## src/rtl/fx_pkg.sv

```systemverilog
package fx_pkg;

    // Cycle phase of the two-step machine
    typedef enum logic {
        PH_FETCH = 1'b0,
        PH_EXEC  = 1'b1
    } fx_phase_e;

endpackage

```

## src/rtl/fx_seq.sv

```systemverilog
module fx_seq
    import fx_pkg::*;
(
    input  logic      clk,
    input  logic      rst_n,
    input  logic      irq_req_i,
    input  logic      irq_en_i,
    input  logic      rti_i,
    output fx_phase_e phase_o,
    output logic      in_isr_o
);

    typedef struct packed {
        fx_phase_e phase;
        logic      in_isr;
    } seq_t;

    seq_t s_d, s_q;

    always_comb begin
        s_d = s_q;
        if (s_q.phase == PH_FETCH) begin
            s_d.phase = PH_EXEC;
        end else begin
            s_d.phase = PH_FETCH;
            // Handler entry and exit happen only at the execute/fetch boundary
            if (rti_i) begin
                s_d.in_isr = 1'b0;
            end else if (irq_req_i && irq_en_i) begin
                s_d.in_isr = 1'b1;
            end
        end
    end

    always_ff @(posedge clk) begin
        if (!rst_n) begin
            s_q <= '{phase: PH_FETCH, in_isr: 1'b0};
        end else begin
            s_q <= s_d;
        end
    end

    assign phase_o  = s_q.phase;
    assign in_isr_o = s_q.in_isr;

    // an enabled request at the end of execute enters the handler
    a_r9_irq_enter: assert property (@(posedge clk) disable iff (!rst_n)
        (phase_o == PH_EXEC && irq_req_i && irq_en_i && !rti_i) |=> in_isr_o);

    // rti at the end of execute leaves the handler
    a_r10_rti_exit: assert property (@(posedge clk) disable iff (!rst_n)
        (phase_o == PH_EXEC && rti_i) |=> !in_isr_o);

    // the handler flag never moves across a fetch edge
    a_r10_fetch_hold: assert property (@(posedge clk) disable iff (!rst_n)
        (phase_o == PH_FETCH) |=> $stable(in_isr_o));

    // a disabled request leaves the flag unchanged
    a_r9_disabled: assert property (@(posedge clk) disable iff (!rst_n)
        (!irq_en_i && !rti_i) |=> $stable(in_isr_o));

endmodule

```

## src/rtl/fx_regs.sv

```systemverilog
module fx_regs
    import fx_pkg::*;
#(
    parameter int unsigned W          = 16,
    parameter int unsigned NREG       = 8,
    parameter int unsigned PC_IDX     = 7,
    parameter int unsigned ISR_PC_IDX = 6,
    localparam int unsigned SEL_W     = $clog2(NREG)
) (
    input  logic             clk,
    input  logic             rst_n,
    input  fx_phase_e        phase_i,
    input  logic             in_isr_i,
    input  logic [W-1:0]     mem_rdata_i,
    output logic [W-1:0]     mem_addr_o,
    output logic [W-1:0]     instr_o,
    input  logic [SEL_W-1:0] rd_a_sel_i,
    output logic [W-1:0]     rd_a_data_o,
    input  logic [SEL_W-1:0] rd_b_sel_i,
    output logic [W-1:0]     rd_b_data_o,
    input  logic             wr_en_i,
    input  logic [SEL_W-1:0] wr_sel_i,
    input  logic [W-1:0]     wr_data_i
);

    localparam logic [SEL_W-1:0] MAIN_PC = SEL_W'(PC_IDX);
    localparam logic [SEL_W-1:0] ISR_PC  = SEL_W'(ISR_PC_IDX);

    typedef struct packed {
        logic [NREG-1:0][W-1:0] rf;
        logic [W-1:0]           ir;
    } rf_t;

    rf_t              r_d, r_q;
    logic [SEL_W-1:0] act_sel;

    assign act_sel = in_isr_i ? ISR_PC : MAIN_PC;

    always_comb begin
        r_d = r_q;
        if (phase_i == PH_FETCH) begin
            r_d.ir          = mem_rdata_i;
            r_d.rf[act_sel] = r_q.rf[act_sel] + W'(1);
        end else if (wr_en_i) begin
            // Execute write; a write to the active counter simply replaces it
            r_d.rf[wr_sel_i] = wr_data_i;
        end
    end

    always_ff @(posedge clk) begin
        if (!rst_n) begin
            r_q <= '0;
        end else begin
            r_q <= r_d;
        end
    end

    assign mem_addr_o  = r_q.rf[act_sel];
    assign instr_o     = r_q.ir;
    assign rd_a_data_o = r_q.rf[rd_a_sel_i];
    assign rd_b_data_o = r_q.rf[rd_b_sel_i];

    // the fetched-from counter advances by one
    a_r3_fetch_inc: assert property (@(posedge clk) disable iff (!rst_n)
        (phase_i == PH_FETCH) |=> (r_q.rf[$past(act_sel)] == $past(mem_addr_o) + W'(1)));

    // the instruction word is captured at the end of fetch
    a_r3_ir_capture: assert property (@(posedge clk) disable iff (!rst_n)
        (phase_i == PH_FETCH) |=> (instr_o == $past(mem_rdata_i)));

    // an execute write lands in the selected register
    a_r5_exec_write: assert property (@(posedge clk) disable iff (!rst_n)
        (phase_i == PH_EXEC && wr_en_i) |=> (r_q.rf[$past(wr_sel_i)] == $past(wr_data_i)));

    // a write request during fetch is dropped
    a_r5_fetch_drop: assert property (@(posedge clk) disable iff (!rst_n)
        (phase_i == PH_FETCH && wr_en_i && wr_sel_i != act_sel)
        |=> (r_q.rf[$past(wr_sel_i)] == $past(r_q.rf[wr_sel_i])));

    // execute without a write leaves the instruction word alone
    a_r3_ir_hold: assert property (@(posedge clk) disable iff (!rst_n)
        (phase_i == PH_EXEC) |=> $stable(instr_o));

endmodule

```

## src/rtl/fx_flags.sv

```systemverilog
module fx_flags
    import fx_pkg::*;
#(
    parameter int unsigned W = 16
) (
    input  logic         clk,
    input  logic         rst_n,
    input  fx_phase_e    phase_i,
    input  logic         flag_we_i,
    input  logic [W-1:0] alu_result_i,
    input  logic         alu_carry_i,
    output logic         eq_o,
    output logic         cy_o
);

    typedef struct packed {
        logic eq;
        logic cy;
    } flags_t;

    flags_t f_d, f_q;

    always_comb begin
        f_d = f_q;
        if (phase_i == PH_EXEC && flag_we_i) begin
            f_d.eq = (alu_result_i == '0);
            f_d.cy = alu_carry_i;
        end
    end

    always_ff @(posedge clk) begin
        if (!rst_n) begin
            f_q <= '0;
        end else begin
            f_q <= f_d;
        end
    end

    assign eq_o = f_q.eq;
    assign cy_o = f_q.cy;

    // flag load in execute
    a_r8_load: assert property (@(posedge clk) disable iff (!rst_n)
        (phase_i == PH_EXEC && flag_we_i)
        |=> (eq_o == ($past(alu_result_i) == '0) && cy_o == $past(alu_carry_i)));

    // flags hold in fetch or without a load request
    a_r8_hold: assert property (@(posedge clk) disable iff (!rst_n)
        (phase_i == PH_FETCH || !flag_we_i) |=> ($stable(eq_o) && $stable(cy_o)));

endmodule

```

## src/rtl/fx_core_regs.sv

```systemverilog
module fx_core_regs
    import fx_pkg::*;
#(
    parameter int unsigned W          = 16,
    parameter int unsigned NREG       = 8,
    parameter int unsigned PC_IDX     = 7,
    parameter int unsigned ISR_PC_IDX = 6,
    localparam int unsigned SEL_W     = $clog2(NREG)
) (
    input  logic             clk,
    input  logic             rst_n,
    output logic [W-1:0]     mem_addr,
    input  logic [W-1:0]     mem_rdata,
    output logic [W-1:0]     instr,
    output logic             phase_exec,
    output logic             in_isr,
    input  logic [SEL_W-1:0] rd_a_sel,
    output logic [W-1:0]     rd_a_data,
    input  logic [SEL_W-1:0] rd_b_sel,
    output logic [W-1:0]     rd_b_data,
    input  logic             wr_en,
    input  logic [SEL_W-1:0] wr_sel,
    input  logic [W-1:0]     wr_data,
    input  logic             flag_we,
    input  logic [W-1:0]     alu_result,
    input  logic             alu_carry,
    output logic             flag_eq,
    output logic             flag_cy,
    input  logic             irq_req,
    input  logic             irq_en,
    input  logic             rti
);

    fx_phase_e phase;
    logic      isr;

    fx_seq u_seq (
        .clk       (clk),
        .rst_n     (rst_n),
        .irq_req_i (irq_req),
        .irq_en_i  (irq_en),
        .rti_i     (rti),
        .phase_o   (phase),
        .in_isr_o  (isr)
    );

    fx_regs #(
        .W          (W),
        .NREG       (NREG),
        .PC_IDX     (PC_IDX),
        .ISR_PC_IDX (ISR_PC_IDX)
    ) u_regs (
        .clk         (clk),
        .rst_n       (rst_n),
        .phase_i     (phase),
        .in_isr_i    (isr),
        .mem_rdata_i (mem_rdata),
        .mem_addr_o  (mem_addr),
        .instr_o     (instr),
        .rd_a_sel_i  (rd_a_sel),
        .rd_a_data_o (rd_a_data),
        .rd_b_sel_i  (rd_b_sel),
        .rd_b_data_o (rd_b_data),
        .wr_en_i     (wr_en),
        .wr_sel_i    (wr_sel),
        .wr_data_i   (wr_data)
    );

    fx_flags #(
        .W (W)
    ) u_flags (
        .clk          (clk),
        .rst_n        (rst_n),
        .phase_i      (phase),
        .flag_we_i    (flag_we),
        .alu_result_i (alu_result),
        .alu_carry_i  (alu_carry),
        .eq_o         (flag_eq),
        .cy_o         (flag_cy)
    );

    assign phase_exec = (phase == PH_EXEC);
    assign in_isr     = isr;

    // phases alternate on every edge after reset
    a_r2_alternate: assert property (@(posedge clk) disable iff (!rst_n)
        1'b1 |=> (phase_exec != $past(phase_exec)));

    // a write to the active counter becomes the next fetch address
    a_r7_pc_write: assert property (@(posedge clk) disable iff (!rst_n)
        (phase_exec && wr_en && !rti && !(irq_req && irq_en)
         && wr_sel == SEL_W'(isr ? ISR_PC_IDX : PC_IDX))
        |=> (mem_addr == $past(wr_data)));

endmodule

```

## config.mk

```make
export PLATFORM = sky130hd
export DESIGN_NAME = fx_core_regs
export DESIGN_NICKNAME = d
export VERILOG_FILES = /design/src/rtl/fx_pkg.sv /design/src/rtl/fx_seq.sv /design/src/rtl/fx_regs.sv /design/src/rtl/fx_flags.sv /design/src/rtl/fx_core_regs.sv
export SDC_FILE = /design/constraint.sdc
export NUM_CORES = 1
export LEC_CHECK = 0
export BUFFER_PORTS_ARGS = -buffer_cell sky130_fd_sc_hd__buf_2
export CORE_UTILIZATION = 35
export DETAILED_ROUTE_END_ITERATION = 10
export HOLD_SLACK_MARGIN = 0.05
export PLACE_DENSITY_LB_ADDON = 0.05
export RECOVER_POWER = 50
export SLEW_MARGIN = 20
export SYNTH_ARGS = -nofsm -noshare
export SYNTH_HDL_FRONTEND = slang
export SYNTH_HIERARCHICAL = 1
export SYNTH_SLANG_ARGS = --single-unit
```

## constraint.sdc

```tcl
create_clock -name clk -period 3.8 [get_ports clk]
set_input_delay 0.57 -clock clk [delete_from_list [all_inputs] [get_ports clk]]
set_output_delay 0.57 -clock clk [all_outputs]
set_load 0.05 [all_outputs]
```

==> impl_summary.txt <==
----------------------------------------------------
[Status]
  Status ... complete, but fails checks
  Violations in the final reports ... max-capacitance violations, max-slew violations

[Synth]
  Average cell area after synthesis ... 10.2 µm²
  Register bit count reported by yosys ... 148
  Ys Warns ... 6
  Post-Synthesis Net Count ... 906
  Number of flops mapped to enable cells by yosys ... 0
  Dominant register cell in the synthesized netlist ... sky130_fd_sc_hd__dfxtp_1
  Seq/Total Area, Yosys ... 34.6%
  Share of flip-flops with an asynchronous set or reset ... 0%
  Number of distinct library cells after synthesis ... 55
  Post-Synthesis Cells ... 840
  Netlist area before placement ... 8560 µm²

[Worst setup path]
  Type of the worst setup path ... reg -> out
  Highest fanout seen on the critical path ... 20
  FF-to-FF setup slack ... 0.82 ns
  Capturing element type of the critical path ... primary output
  Data required time at the worst endpoint ... 3.23 ns
  Type of element launching the critical path ... flip-flop
  Worst EP arrival ... 2.49 ns

[Power]
  Post-layout power ... 3.98 mW
  IR Drop Worst-Case VDD ... 0.169 mV
  Fraction of power spent switching nets ... 28.3%
  PD cells ... 402 nW/µm²
  Part of the total power dissipated in combinational logic ... 14.7%
  Fraction of power consumed by the clock network ... 43.7%
  Sequential share of power ... 41.6%
  Sw power ... 1.13 mW
  Total leakage power ... 3.71 nW
  Internal power consumption ... 2.85 mW

[CTS]
  # resized after CTS ... 0
  Latest clock arrival within the worst-skew pair ... 0.42 ns
  H-tree levels ... 4
  Clock Pin Slew Worst Setup and Hold Paths ... 0.07 ns
  Post-CTS setup repair buffer count ... 0
  Clock buffer depth ... 2
  Root Buffer Master ... sky130_fd_sc_hd__clkbuf_16
  TritonCTS Buffers ... 17
  Total of hold buffers inserted after clock tree synthesis ... 0
  CTS tree ... built
  Sinks on Clock Net ... 148

[STA]
  Count of final max-slew check failures ... 159
  Maximum clock rate ... 0.327 GHz
  Shortest clock period the worst path allows after layout ... 3.06 ns
  Post-route clock skew ... 0.0105 ns
  Transition time of the tightest slew-check pin ... 2.06 ns
  Fin worst setup slack ... 0.737 ns
  Final hold violation count ... 0
  Remaining max-slew budget at the tightest pin ... -37.2%
  Unrepaired setup endpoints after global routing ... false
  Final Setup Violations ... 0
  Final hold slack ... 0.322 ns
  Post-route fraction of the period consumed by the critical path ... 80.6%
  Setup tns final ... 0 ns

[Layout]
  Share of layout cells above drive strength 1 ... 29.1%
  Non-Filler Instances ... 1241
  Post-Layout Inst Area ... 9890 µm²
  Number of nets at the end of the flow ... 976
  Syn-to-layout area delta ... 15.6%
  Final Util ... 41.6%
  Antenna diode count ... 0

[Die]
  Top-Level Pins ... 133
  Starting density of the core ... 36.0%
  Vertical die dimension ... 158 µm
  Die extent in x ... 158 µm
  Number of cell rows ... 56
  Std-Cell Core Area ... 23800 µm²
  Area enclosed by the die boundary ... 25100 µm²

[Routing]
  Routed wire per std cell ... 21.3 µm
  Initial detailed-routing violation count ... 560
  Number of design rule violations left after detail routing ... 0
  Number of vias after detailed routing ... 6832
  Number of routed nets with antenna violations ... 0
  DRT Pass-1 Iters ... 4
  Total Wirelength ... 26.5 mm
  Mean number of vias per cell ... 5.51

[GRT]
  Overall overflow remaining after global route ... 0
  Via count of the first global-routing pass ... 6847
  Number of antenna violations at the first check in global routing ... 0
  Largest net degree at the start of global routing ... 80
  Wire length of the first global-routing pass ... 40.7 mm
  GR Util All Layers ... 21.9%

[Placement]
  Number of buffers inserted by port buffering ... 132
  DP Cell Count ... 1210
  Final GP Congestion ... 0.800
  DP Area ... 9350 µm²
  Place WS ... 0.974 ns
  DPL Wire Length ... 18.1 mm

[Flow run]
  Max Cap Violations ... 7

[Hold path]
  Type of the tightest min-delay check ... in -> reg

----------------------------------------------------
[state kept, by name, summed over array words and instances (netlist names)]
register and flops:
u_flags/eq_o 1, u_seq/phase_o 1, u_flags/cy_o 1, u_seq/in_isr_o 1
u_regs/instr_o 16, u_regs/r_q 128
[critical path, stage by stage, from the launching register on]
cell and delay [ns]:
sky130_fd_sc_hd__dfxtp_1 0.88, sky130_fd_sc_hd__clkbuf_1 0.78, sky130_fd_sc_hd__buf_2 0.41
[routing by layer]
layer,up-vias,track usage (%),routed length (µm),share of wire [%]
li1,3156,-,-,-
met1,3466,29.0,12200,46
met2,187,36.8,13000,49
met3,23,3.62,906,3.4
met4,0,5.95,377,1.4
met5,-,0,0,0
[placed cells by master, fill, tap and decap left out, types with 13 or more instances in the layout]
cell	instances
sky130_fd_sc_hd__nand3_1	23
sky130_fd_sc_hd__clkbuf_16	17
sky130_fd_sc_hd__dfxtp_1	148
sky130_fd_sc_hd__nand2_1	97
sky130_fd_sc_hd__mux2i_1	86
sky130_fd_sc_hd__a21oi_1	13
sky130_fd_sc_hd__a21boi_0	32
sky130_fd_sc_hd__mux4_2	64
sky130_fd_sc_hd__nor2_1	18
sky130_fd_sc_hd__clkbuf_1	25
sky130_fd_sc_hd__o21ai_0	16
sky130_fd_sc_hd__nor2b_1	85
sky130_fd_sc_hd__buf_2	113
sky130_fd_sc_hd__mux2_2	41
[power groups by stage]
stage | registers (mW) | clock network [mW] | logic [mW]
3_5_place_dp | 1.69 | 0 | 0.591
2_1_floorplan | 1.67 | 0 | 0.442
5_1_grt | 1.66 | 1.85 | 0.624
6_report | 1.66 | 1.74 | 0.584
4_1_cts | 1.66 | 1.78 | 0.592
3_3_place_gp | 1.69 | 0 | 0.587
[layout make-up]
cell class,count,area [µm²]
Clock buffer,19,443
Clock inverter,12,155
Fill cell,2307,13900
Inverter,10,37.5
Multi-Input combinational cell,587,5120
Sequential cell,148,2960
Tap cell,319,399
Timing Repair Buffer,146,773
[cell families (layout without fill, tap and decap cells)]
family,count (synthesis),after routing,synth area share (%)
AOI/OAI and AO/OA,107,107,8.90
xor gates and xnor gates,10,10,1.02
adders and majority gates,1,1,0.146
buffers and inverters,105,187,5.69
DFF,148,148,34.6
muxes,191,191,32.3
and+or+nand+nor,278,278,17.3
[final timing paths]
kind                            cells past startpoint                   startpoint                           to
worst max-delay path                                2     u_seq/phase_o$_SDFF_PN0_                   phase_exec
worst min-delay path                                2                          rti  u_seq/in_isr_o$_SDFFE_PN0P_
worst max register to register                      4     u_seq/phase_o$_SDFF_PN0_  u_regs/r_q[32]$_SDFFE_PN0P_
worst min register to register                      2  u_regs/r_q[35]$_SDFFE_PN0P_  u_regs/r_q[35]$_SDFFE_PN0P_
[cell usage after synthesis (6+ instances only)]
cell	number	area (µm²)
sky130_fd_sc_hd__nor2b_1	85	532
sky130_fd_sc_hd__buf_4	16	120
sky130_fd_sc_hd__nand2_1	97	364
sky130_fd_sc_hd__nand4_1	6	37.5
sky130_fd_sc_hd__a21boi_0	32	240
sky130_fd_sc_hd__o21ai_0	16	80.1
sky130_fd_sc_hd__buf_2	20	100
sky130_fd_sc_hd__o211ai_1	10	75.1
sky130_fd_sc_hd__inv_1	10	37.5
sky130_fd_sc_hd__dfxtp_1	148	2960
sky130_fd_sc_hd__xnor2_1	8	70.1
sky130_fd_sc_hd__and2_1	7	43.8
sky130_fd_sc_hd__mux2_2	41	462
sky130_fd_sc_hd__mux4_2	64	1440
sky130_fd_sc_hd__clkbuf_1	54	203
sky130_fd_sc_hd__nor2_1	21	78.8
sky130_fd_sc_hd__a21oi_1	13	65.1
sky130_fd_sc_hd__nand3_1	23	115
sky130_fd_sc_hd__a221oi_1	10	87.6
sky130_fd_sc_hd__mux2i_1	86	861
Note: power is estimated with default switching activity, not from simulation.
